## src/rtl/irq_bank_pkg.sv

```systemverilog
// Package: shared address map and decoded strobe type for the interrupt bank.
// Assumes a two-bit word address; the address values are fixed by the register map.
package irq_bank_pkg;
    localparam int ADDR_W = 2;

    typedef enum logic [ADDR_W-1:0] {
        REG_CAUSE_RD  = 2'd0,
        REG_CAUSE_SET = 2'd1,
        REG_MASK_SET  = 2'd2,
        REG_MASK_CLR  = 2'd3
    } irq_reg_e;

    typedef struct packed {
        logic cause_rd;   // clearing read of causes
        logic cause_set;  // software post of causes
        logic mask_set;   // write-one-to-set mask
        logic mask_clr;   // write-one-to-clear mask
        logic mask_rd;    // non-destructive mask read
    } irq_strobe_t;
endpackage

```

## src/rtl/irq_addr_decode.sv

```systemverilog
// Module: turns the register port strobes and address into one-hot operation strobes.
// Assumes wr_en and rd_en share the single address; writes to the cause-read
// address and reads of write-only addresses decode to no operation.
module irq_addr_decode
    import irq_bank_pkg::*;
(
    input  logic [ADDR_W-1:0] addr,
    input  logic              wr_en,
    input  logic              rd_en,
    output irq_strobe_t       stb
);
    irq_reg_e reg_sel;

    // Purpose: map address to register select and qualify by strobe.
    always_comb begin
        reg_sel       = irq_reg_e'(addr);
        stb           = '0;
        stb.cause_rd  = rd_en && (reg_sel == REG_CAUSE_RD);
        stb.cause_set = wr_en && (reg_sel == REG_CAUSE_SET);
        stb.mask_set  = wr_en && (reg_sel == REG_MASK_SET);
        stb.mask_clr  = wr_en && (reg_sel == REG_MASK_CLR);
        stb.mask_rd   = rd_en && (reg_sel == REG_MASK_SET);
    end
endmodule

```

## src/rtl/irq_cause_reg.sv

```systemverilog
// Module: pending-cause register, one cell per bit.
// Each bit sets from a hardware pulse or a software post and clears on a
// cause-read; setting wins over the clear, so no event can be lost.
module irq_cause_reg #(
    parameter int WIDTH = 32
) (
    input  logic             clk,
    input  logic             rst_n,
    input  logic [WIDTH-1:0] hw_event,
    input  logic             post_stb,
    input  logic [WIDTH-1:0] post_data,
    input  logic             clear_stb,
    output logic [WIDTH-1:0] cause_q
);
    for (genvar i = 0; i < WIDTH; i++) begin : g_cell
        logic set_bit;
        assign set_bit = hw_event[i] | (post_stb & post_data[i]);

        // Purpose: hold one pending cause; set has priority over read-clear.
        always_ff @(posedge clk) begin
            if (!rst_n) begin
                cause_q[i] <= 1'b0;
            end else begin
                cause_q[i] <= set_bit | (cause_q[i] & ~clear_stb);
            end
        end
    end
endmodule

```

## src/rtl/irq_mask_reg.sv

```systemverilog
// Module: interrupt enable mask, changed only by write-one-to-set and
// write-one-to-clear operations. Assumes both strobes are never active together
// (they decode from different addresses of one port).
module irq_mask_reg #(
    parameter int WIDTH = 32
) (
    input  logic             clk,
    input  logic             rst_n,
    input  logic             set_stb,
    input  logic             clr_stb,
    input  logic [WIDTH-1:0] wdata,
    output logic [WIDTH-1:0] mask_q
);
    logic [WIDTH-1:0] set_vec;
    logic [WIDTH-1:0] clr_vec;

    // Purpose: gate the write data into set and clear vectors.
    always_comb begin
        set_vec = set_stb ? wdata : '0;
        clr_vec = clr_stb ? wdata : '0;
    end

    // Purpose: apply the set and clear vectors to the mask.
    always_ff @(posedge clk) begin
        if (!rst_n) begin
            mask_q <= '0;
        end else begin
            mask_q <= (mask_q | set_vec) & ~clr_vec;
        end
    end
endmodule

```

## src/rtl/irq_out_stage.sv

```systemverilog
// Module: registered read-data mux and interrupt line.
// Read data is zero in any cycle not following a read of a readable address.
module irq_out_stage
    import irq_bank_pkg::*;
#(
    parameter int WIDTH = 32
) (
    input  logic             clk,
    input  logic             rst_n,
    input  irq_strobe_t      stb,
    input  logic [WIDTH-1:0] cause_q,
    input  logic [WIDTH-1:0] mask_q,
    output logic [WIDTH-1:0] rd_data,
    output logic             irq
);
    logic [WIDTH-1:0] rd_mux;

    // Purpose: select the readable register for the current read.
    always_comb begin
        if (stb.cause_rd) begin
            rd_mux = cause_q;
        end else if (stb.mask_rd) begin
            rd_mux = mask_q;
        end else begin
            rd_mux = '0;
        end
    end

    // Purpose: register read data and the unmasked-pending interrupt level.
    always_ff @(posedge clk) begin
        if (!rst_n) begin
            rd_data <= '0;
            irq     <= 1'b0;
        end else begin
            rd_data <= rd_mux;
            irq     <= |(cause_q & mask_q);
        end
    end
endmodule

```

## src/rtl/irq_cause_mask_bank.sv

```systemverilog
// Module: top of the interrupt cause/mask bank.
// Assumes hw_event bits are single-cycle pulses synchronous to clk.
module irq_cause_mask_bank
    import irq_bank_pkg::*;
#(
    parameter int WIDTH = 32
) (
    input  logic              clk,
    input  logic              rst_n,
    input  logic [WIDTH-1:0]  hw_event,
    input  logic [ADDR_W-1:0] addr,
    input  logic              wr_en,
    input  logic [WIDTH-1:0]  wr_data,
    input  logic              rd_en,
    output logic [WIDTH-1:0]  rd_data,
    output logic              irq
);
    irq_strobe_t      stb;
    logic [WIDTH-1:0] cause_q;
    logic [WIDTH-1:0] mask_q;

    irq_addr_decode u_dec (
        .addr  (addr),
        .wr_en (wr_en),
        .rd_en (rd_en),
        .stb   (stb)
    );

    irq_cause_reg #(.WIDTH(WIDTH)) u_cause (
        .clk       (clk),
        .rst_n     (rst_n),
        .hw_event  (hw_event),
        .post_stb  (stb.cause_set),
        .post_data (wr_data),
        .clear_stb (stb.cause_rd),
        .cause_q   (cause_q)
    );

    irq_mask_reg #(.WIDTH(WIDTH)) u_mask (
        .clk     (clk),
        .rst_n   (rst_n),
        .set_stb (stb.mask_set),
        .clr_stb (stb.mask_clr),
        .wdata   (wr_data),
        .mask_q  (mask_q)
    );

    irq_out_stage #(.WIDTH(WIDTH)) u_out (
        .clk     (clk),
        .rst_n   (rst_n),
        .stb     (stb),
        .cause_q (cause_q),
        .mask_q  (mask_q),
        .rd_data (rd_data),
        .irq     (irq)
    );
endmodule

```

## config.mk

```make
export PLATFORM = sky130hd
export DESIGN_NAME = irq_cause_mask_bank
export DESIGN_NICKNAME = d
export VERILOG_FILES = /design/src/rtl/irq_bank_pkg.sv /design/src/rtl/irq_addr_decode.sv /design/src/rtl/irq_cause_reg.sv /design/src/rtl/irq_mask_reg.sv /design/src/rtl/irq_out_stage.sv /design/src/rtl/irq_cause_mask_bank.sv
export SDC_FILE = /design/constraint.sdc
export NUM_CORES = 1
export LEC_CHECK = 0
export ABC_AREA = 1
export BUFFER_PORTS_ARGS = -buffer_cell sky130_fd_sc_hd__clkbuf_2
export CAP_MARGIN = 10
export CORE_AREA = 3 3 93 95
export CTS_CLUSTER_DIAMETER = 30
export DETAILED_ROUTE_END_ITERATION = 8
export DIE_AREA = 0 0 96 98
export PLACE_DENSITY = 0.78
export SLEW_MARGIN = 0
export SYNTH_ARGS = -nofsm -noshare
export SYNTH_HDL_FRONTEND = slang
export SYNTH_SLANG_ARGS = --single-unit
```

## constraint.sdc

```tcl
create_clock -name clk -period 1.2 [get_ports clk]
set_input_delay 0.18 -clock clk [delete_from_list [all_inputs] [get_ports clk]]
set_output_delay 0.18 -clock clk [all_outputs]
set_load 0.005 [all_outputs]
```

# Yosys cells after proc, flatten, opt, wreduce, memory -nomap -nowiden
# Cells that the tools add are included.
classes:
  reduce_logical: 7
  mux: 4
  n_eq_ne: 3
  n_bitwise: 133
op_table:
  columns: ["op", "count"]
  rows:
  - ["32-bit two-way mux", 4]
  - ["1-bit AND", 64]
  - ["32-bit AND", 2]
  - ["1-bit bitwise OR", 64]
  - ["32-bit NOT", 1]
  - ["32-bit bitwise OR", 1]
  - ["32-bit OR reduction", 1]
  - ["1-bit logical AND", 5]
  - ["2-bit equality test, second input constant", 2]
  - ["2-bit by 1-bit equality test with 1-bit output, second input constant", 1]
  - ["2-bit logical NOT", 1]
  - ["1-bit NOT", 1]
totals:
  register_bits: 97
  wordCells: 182
  inputBits: 70

# Longest topological paths before layout
# Gate-level depths: netlist of run 1.
logic_depth:
  ltp_word: 5
  mapped_depth: 6
  ltp_nobuf: 6

# Cells and area by module
# A second synthesis of run 1 with hierarchy kept.
hier_totals:
  hier_cells: 652
  hier_area_um2: 4227.8
modules_own_cells:
  columns: ["module", "instances", "cells_each", "area_each_um2", "seq_area_each_um2"]
  rows:
  - ["irq_cause_reg", 1, 266, 1545.2, 640.6]
  - ["irq_out_stage", 1, 205, 1397.6, 660.6]
  - ["irq_mask_reg", 1, 169, 1239.9, 640.6]
  - ["irq_addr_decode", 1, 12, 45.0, 0.0]

# Worst setup path after synthesis of run 1
# Ideal clock, no wire load.
synth_path:
  path_type: "input to register"
  start: "in addr[1]"
  end: "reg u_cause.cause_q[0]"
  arrival_ns: 0.881
  cell_stages: 6
  n_path_buf: 2
  slack_ns: 0.186
  path_cell_list: "buf_6 > nor2_4 > nand2_1 > buf_2 > a21oi_1 > a21oi_1"
synth_between:
  elab_chain_len: 5
synth_rtl:
  columns: ["item", "line", "source"]
  rows:
  - ["start, declared", "irq_cause_mask_bank.sv:11", "input logic [ADDR_W-1:0] addr,"]
  - ["2-bit by 1-bit equality test with 1-bit output / 2-bit logical NOT (equally long branches)", "irq_addr_decode.sv:19, irq_addr_decode.sv:18", null]
  - ["1-bit logical AND (on tied branches)", "irq_addr_decode.sv:19, irq_addr_decode.sv:18", null]
  - ["1-bit AND / 1-bit NOT (equally long branches)", "irq_cause_reg.sv:17, irq_cause_reg.sv:24", null]
  - ["1-bit bitwise OR / 1-bit AND (equally long branches)", "irq_cause_reg.sv:17, irq_cause_reg.sv:24", null]
  - ["1-bit bitwise OR *", "irq_cause_reg.sv:24", "cause_q[i] <= set_bit | (cause_q[i] & ~clear_stb);"]
  - ["end signal, assigned by index", "irq_cause_reg.sv:24", null]
  - ["end, declared", "irq_cause_reg.sv:13", "output logic [WIDTH-1:0] cause_q"]
# Every way passes the cells marked *; elsewhere a longest branch is shown, timed or not.
# A chain may end at the register's enable or synchronous reset.

# Final worst setup path of run 1
layout_path:
  start: "reg u_cause.cause_q[17]"
  end: "reg u_out.irq"
layout_between:
  elab_chain_len: 2
layout_rtl:
  columns: ["item", "line", "source"]
  rows:
  - ["32-bit AND", "irq_out_stage.sv:36", "irq <= |(cause_q & mask_q);"]
  - ["32-bit OR reduction", "irq_out_stage.sv:36", null]
  - ["end signal, assigned", "irq_out_stage.sv:36", null]
  - ["end, declared", "irq_out_stage.sv:14", "output logic irq"]
# Every way passes these cells.

==> qor.txt, run 1 <==
final cycle utilization of the critical path: 83.4%
total global routing track utilization: 22.7%
endpoint kind of the worst setup timing path: flop
final slew viol count: 0
FF+latch count, synth: 97
share of layout cells above drive strength 1: 22.8%
commonest cells after routing, fill and taps aside: clkbuf_2 (102), a21oi_1 (97), dfxtp_1 (97), nand2_1 (86), nor2_1 (74)
average detailed-routed wire length per instance: 14.3 um
number of global-route vias before repair: 3834
sinks on the clock net: 97
post-synthesis async set-or-reset flop share: 0%
CP max stage cell: dfxtp_1
clock transition at the register clock pins on the worst setup and hold paths after CTS: 0.10 ns
Clock Tree Root: clkbuf_8
critical path buffer and inverter count: 0
depth of the CTS H-tree: 3
hold endpoint: u_cause.cause_q[31]
static leakage: 2.13 nW
cell area after technology mapping: 3940 um^2
Max VDD drop: 0.000795 V
residual DRC count: 0
reg-to-reg endpoint: u_out.irq
kind of start point of the critical path: flop
worst setup path category: flop to flop
cell total after placement: 712
cell-by-cell listing of the critical path: nand2_1 -> nand2_1 -> nor2_1 -> nand2_1 -> nor2_1 -> a21oi_1
Max clock buf depth: 2
post-route non-filler standard cell count: 728
DR vias: 4034
FMAX: 0.999 GHz
starting density of the core: 50.4%
average footprint of a synthesized cell: 7.47 um^2
total wire length: 10.4 mm
total iterations of the first detailed-routing run: 6
final critical delay including setup and external delays: 1.00 ns
row cnt: 32
setup repair after global routing missed its margin: no
number of antenna violations at the first check in global routing: 0
worst reg2reg path depth: 6
CTS tree: done
postcts setup bufs: 0
highest signal layer in the routed design: met4
arrival time worst endpoint: 1.25 ns
violation count after the first detailed-route iteration: 238
outcome: completed
WL met2: 4.99 mm
Yosys Warn Count: 0
flip-flop and latch area: 1940 um^2
area of the multi-input gates: 1680 um^2
residual overflow from global routing: 0
number of buffer cells added on primary ports: 102
net count after synthesis: 597
die width: 96 um
# fillers: 695
reg-to-reg startpoint: u_cause.cause_q[17]
Hold Buf Count CTS: 0
Detail Route met3 WL: 883 um
IO Pins: 103
sequential cell area fraction in the yosys report: 49.3%
detailed-route wire length on metal 1: 4.40 mm
chip height: 98 um
PwrDens: 1340 nW/um^2
largest net degree at the start of global routing: 65
hold wc startpoint: hw_event[31]
most frequent standard cell in the layout excluding fill and tap cells: clkbuf_2
routability cong.: 0.849
Largest delay share family, worst path: simple AND/OR/NAND/NOR gates
average vias per placed instance: 5.54
total half-perimeter wirelength after legalization and detailed placement: 7.28 mm
Pwr Total: 6.52 mW
maximum fanout count along the critical path: 3
Most common cell on crit path: nand2_1
Clock Latency Late Sink: 0.36 ns
number of diodes added for antenna fixing: 0
Main synth FF type: dfxtp_1
Hold Crit Depth: 3
number of max-cap violations: 0
transition time at the pin with the least slew margin: 0.299 ns
count of nets left with antenna violations after detail routing: 0
class of the tightest hold or removal check: input port to flop
P&R area growth vs syn: 23.2%
wire length of the first global-routing pass: 17.3 mm
Netlist cell types: 18
setup violators final: 0
core area: 7810 um^2
Slew Limit Headroom: 80.0%
Total Negative Setup Slacks: 0 ns
number of buffers added by the clock tree synthesis step: 9
final net count: 691
number of enable-type register cells in the synthesized netlist: 0
required time at the worst-slack endpoint: 1.45 ns
Reg2Reg Setup Slack: 0.20 ns
max incr delay on CP: 0.34 ns
worst clock skew: 0.00908 ns
number of instances in the synthesized netlist: 527
final hold violation count: 0
full die area: 9410 um^2
Gates resized, CTS repair: 0
## tightest hold or removal path: cells and delay by family
family / cells / cell delay [ns]
compound gates: 2 / 0.13
buf+inv: 1 / 0.08
## sequential cells by signal (all words and copies together), names as in the netlist
name and count:
u_cause.cause_q 32, u_mask.mask_q 32, u_out.irq 1, u_out.rd_data 32
## area by class of cell
cell class | instances | share of cell area, %
Timing Repair Buffer | 122 | 15.4
Clock buffer | 10 | 2.84
Clock inverter | 6 | 1.83
Multi-Input combinational cell | 357 | 34.6
Inverter | 34 | 2.63
Sequential cell | 97 | 40.0
Tap cell | 102 | 2.63
## cell usage after synthesis, types with 2 or more instances
master	number	area share [%]
clkbuf_1	16	1.5
dfxtp_1	97	49
inv_2	2	0.19
nand4_1	32	5.1
nand3_1	33	4.2
a21oi_1	97	12
nor2_1	74	7.1
clkinv_1	18	1.7
nand2_1	86	8.2
o22ai_1	32	5.1
buf_2	18	2.3
inv_1	14	1.3
buf_4	3	0.57
## cells by family (layout without fill, tap and decap cells)
kind of cell	Yosys count	after routing	share of synthesized area [%]
AOI/OAI and AO/OA	129	129	17.4
buffers and inverters	73	172	8.01
and+or+nand+nor	228	228	25.2
DFF	97	97	49.3
## worst max-delay path by stage
stage / startpoint / cells after the start / slack, ns / to
2_1_floorplan: addr[1] / 6 / 0.19 / u_cause.cause_q[0]
3_3_place_gp: addr[1] / 6 / 0.10 / u_cause.cause_q[21]
3_5_place_dp: addr[1] / 6 / 0.05 / u_cause.cause_q[8]
4_1_cts: u_out.rd_data[21] / 1 / 0.19 / rd_data[21]
5_1_grt: u_cause.cause_q[8] / 6 / 0.08 / u_out.irq
6_report: u_cause.cause_q[17] / 6 / 0.20 / u_out.irq
## metal layers
layer	vias up	GRT usage, %
met5	-	0
met2	194	36.0
met4	0	8.97
met3	20	3.85
met1	1845	30.5
li1	1975	-
## metrics by stage
stage          area, um^2  hold slack, ns  setup slack (ns)  util (%)
3_3_place_gp         4620           0.421             0.101      59.2
6_report             4850          0.0580             0.199      62.1
5_1_grt              4850          0.0543            0.0789      62.1
4_1_cts              4850          0.0494             0.189      62.1
3_5_place_dp         4620           0.427            0.0546      59.2
2_1_floorplan        3940           0.327             0.186         -
## power breakdown
part	leakage [nW]	internal, mW	switching (mW)
clock	0.109	1.23	1.11
combinational	1.22	0.291	0.415
sequential	0.795	3.36	0.104
Power figures use the tool's default switching activity.
==> run 2: changes to the inputs <==
ABC_AREA = 0   (was 1)
CORE_AREA = 3 3 94 96   (was 3 3 93 95)
DIE_AREA = 0 0 97 99   (was 0 0 96 98)
PLACE_DENSITY = 0.76   (was 0.78)
clock period = 0.9 ns   (was 1.2 ns; I/O delays follow)
==> run 2 against run 1 <==
Net effect: the run now ends with negative setup slack left; sequential share of layout area decreased by 5.5 points; routed wire length increased by 19%; combinational power increased by 110%; final cell count decreased by 10%; cell area increased by 18%; critical path type unchanged; critical endpoint unchanged; largest cell class unchanged.
==> qor.txt, run 2 <==
final slew viol count: 0 (unchanged)
Main synth FF type: dfxtp_1
synthesized-area fraction occupied by adder cells: 0% (unchanged)
Critical path origin: u_cause.cause_q[22]
Max clock buf depth: 2 (unchanged)
hold wc startpoint: hw_event[6]
Max VDD drop: 0.000872 V (+9.7%)
final hold violation count: 0 (unchanged)
fraction of post-synthesis cell area in the top cell type by area: 53.1% (+3.7 points)
transition time at the pin with the least slew margin: 0.275 ns (-0.0243 ns)
total iterations of the first detailed-routing run: 5 (-1)
synthesized-area fraction occupied by and/or/nand/nor cells: 8.58% (-17 points)
final net count: 612 (-11%)
final critical delay including setup and external delays: 1.21 ns (+0.212 ns)
total half-perimeter wirelength after legalization and detailed placement: 7.19 mm (-1.3%)
class of the tightest hold or removal check: input port to flop
IO Pins: 103 (unchanged)
depth of the CTS H-tree: 3 (unchanged)
endpoint kind of the worst setup timing path: flop
sequential cell area fraction in the yosys report: 53.1% (+3.7 points)
Clock Tree Root: clkbuf_8
P&R area growth vs syn: 56.3%
largest net degree at the start of global routing: 49 (-25%)
average detailed-routed wire length per instance: 19.0 um (+32%)
count of nets left with antenna violations after detail routing: 0 (unchanged)
chip height: 99 um (+1.0%)
largest family of logic cells by synthesized area: compound AO/OA/AOI/OAI gates
number of enable-type register cells in the synthesized netlist: 0 (unchanged)
row cnt: 33 (+3.1%)
GR Util met1: 29.6% (-0.88 points)
clock transition at the register clock pins on the worst setup and hold paths after CTS: 0.10 ns (about the same)
GRT met3 Usage: 4.46% (+0.61 points)
biggest area consumer among synthesized cells: dfxtp_1
violation count after the first detailed-route iteration: 239 (+0.42%)
share of layout cells above drive strength 1: 51.0% (+28 points)
number of global-route vias before repair: 3684 (-3.9%)
worst clock skew: 0.00731 ns (-0.00177 ns)
Clock Latency Late Sink: 0.35 ns (about the same)
net count after synthesis: 420 (-30%)
Slew Limit Headroom: 81.7% (+1.6 points)
core area: 8130 um^2 (+4.2%)
area of the multi-input gates: 1730 um^2 (+3.1%)
CP max stage cell: o41a_1
maximum fanout count along the critical path: 2 (-1)
outcome: finished, violations left
Synth area leaders: dfxtp_1 (53%), a221oi_2 (12%), a22oi_1 (9.8%), a211oi_1 (6.6%), nor2_1 (6.6%)
PwrDens: 1610 nW/um^2 (+20%)
number of max-cap violations: 0 (unchanged)
worst hold slack across all endpoints: 0.00110 ns (-0.0569 ns)
die width: 97 um (+1.0%)
setup violators final: 78 (+78)
Pwr Total: 9.18 mW (+41%)
static leakage: 2.40 nW (+13%)
mux share of post-synthesis cell area: 0% (unchanged)
Yosys Warn Count: 0 (unchanged)
Netlist cell types: 17 (-1)
number of buffers added by the clock tree synthesis step: 9 (unchanged)
xor/xnor cell area share of the yosys netlist: 0% (unchanged)
FMAX: 0.825 GHz (-17%)
residual DRC count: 0 (unchanged)
CTS tree: done
cell-by-cell listing of the critical path: a22oi_1 -> nand4_1 -> o41a_1
commonest cells after routing, fill and taps aside: clkbuf_2 (89), dfxtp_1 (69), nor2_1 (64), buf_4 (64), a22oi_1 (34)
DR vias: 3744 (-7.2%)
final cycle utilization of the critical path: 135% (+51 points)
arrival time worst endpoint: 1.46 ns (+0.21 ns)
full die area: 9600 um^2 (+2.1%)
top-count cell post-synth: dfxtp_1
average vias per placed instance: 5.73 (+3.5%)
compound-gate portion of the synthesized area: 33.9% (+16 points)
met2 Usage GRT: 39.3% (+3.3 points)
wire length of the first global-routing pass: 18.1 mm (+4.7%)
cell area after technology mapping: 3660 um^2 (-7.1%)
average footprint of a synthesized cell: 10.5 um^2 (+40%)
violated checks: negative setup slack
reg-to-reg startpoint: u_cause.cause_q[22]
number of instances in the synthesized netlist: 350 (-34%)
residual overflow from global routing: 0 (unchanged)
Post-synth top cells: dfxtp_1 (97), nor2_1 (64), a22oi_1 (48)
number of buffer cells added on primary ports: 102 (unchanged)
# fillers: 578 (-17%)
max incr delay on CP: 0.37 ns (+0.03 ns)
total global routing track utilization: 23.7% (+1.0 points)
setup slack after layout: -0.313 ns (-0.512 ns)
worst setup path category: flop to flop
routability cong.: 0.767 (-9.6%)
largest registers in the final layout: u_cause.cause_q: 32 flops, u_mask.mask_q: 32 flops, u_out.rd_data: 32 flops
total wire length: 12.4 mm (+19%)
most utilized layer in the global route result: met2
required time at the worst-slack endpoint: 1.15 ns (-0.30 ns)
setup repair after global routing missed its margin: yes
most frequent standard cell in the layout excluding fill and tap cells: clkbuf_2
kind of start point of the critical path: flop
sinks on the clock net: 97 (unchanged)
number of antenna violations at the first check in global routing: 0 (unchanged)
FF+latch count, synth: 97 (unchanged)
starting density of the core: 45.0% (-5.4 points)
post-synthesis async set-or-reset flop share: 0% (unchanged)
flip-flop and latch area: 1980 um^2 (+1.8%)
==> run 2: per-layer routing <==
layer,part of all wire [%],vias to the layer above
li1,-,1735
met1,40,1793
met2,49,189
met3,7.9,27
met4,3.0,0
met5,0,-
==> run 2: final cells by class <==
class                           count  area share, %
Clock buffer                       10           2.23
Tap cell                          105           2.30
Clock inverter                      6           1.62
Antenna cell                        1         0.0438
Timing Repair Buffer              214           28.9
Multi-Input combinational cell    219           30.3
Sequential cell                    97           34.6
Inverter                            1         0.0656
==> run 2: report_power, final <==
| part | switching [mW] | internal, mW | total (mW) |
|---|---|---|---|
| clock | 1.53 | 1.58 | 3.11 |
| sequential | 0.129 | 4.49 | 4.62 |
| combinational | 0.687 | 0.772 | 1.46 |
==> run 2: kinds of logic (layout without fill, tap and decap cells) <==
family	after synthesis	after routing
buffers and inverters	34	231
AO/OA/AOI/OAI	145	145
AND/OR/NAND/NOR	74	74
flip-flops	97	97
other	0	1
==> run 2: final timing paths <==
check / endpoint / slack [ns] / depth (start not counted)
setup / recovery: u_out.irq / -0.31 / 3
hold / removal: u_cause.cause_q[6] / 0.001 / 3
setup reg to reg: u_out.irq / -0.31 / 3
hold reg to reg: u_mask.mask_q[17] / 0.55 / 2
==> run 2: stage by stage <==
stage | worst slack [ns] | area (um^2) | TNS, ns | std cells | util, %
floorplan | -0.284 | 3720 | -9.05 | 350 | -
global placement | -0.513 | 4820 | -30.68 | 599 | 59.2
detailed placement | -0.562 | 4820 | -33.52 | 599 | 59.2
CTS | -0.291 | 5480 | -3.10 | 649 | 67.3
global route | -0.331 | 5720 | -6.38 | 652 | 70.3
finish | -0.313 | 5720 | -4.27 | 653 | 70.3
==> run 2: what timing repair did <==
item | 4_1_cts | 5_1_grt
pin swaps | 6 | 17
gates cloned | 2 | 2
gates resized for setup | 22 | 53
hold endpoints to repair | 31 | 0
setup endpoints to repair | 66 | 87
buffers inserted | 1 | 2
hold buffers | 31 | 0
==> run 2: critical path: cells and delay by family, from the launching register on <==
kind | cells | cell delay, ns
flip-flops | 1 | 0.34
AND/OR/NAND/NOR | 1 | 0.13
AO/OA/AOI/OAI | 2 | 0.64
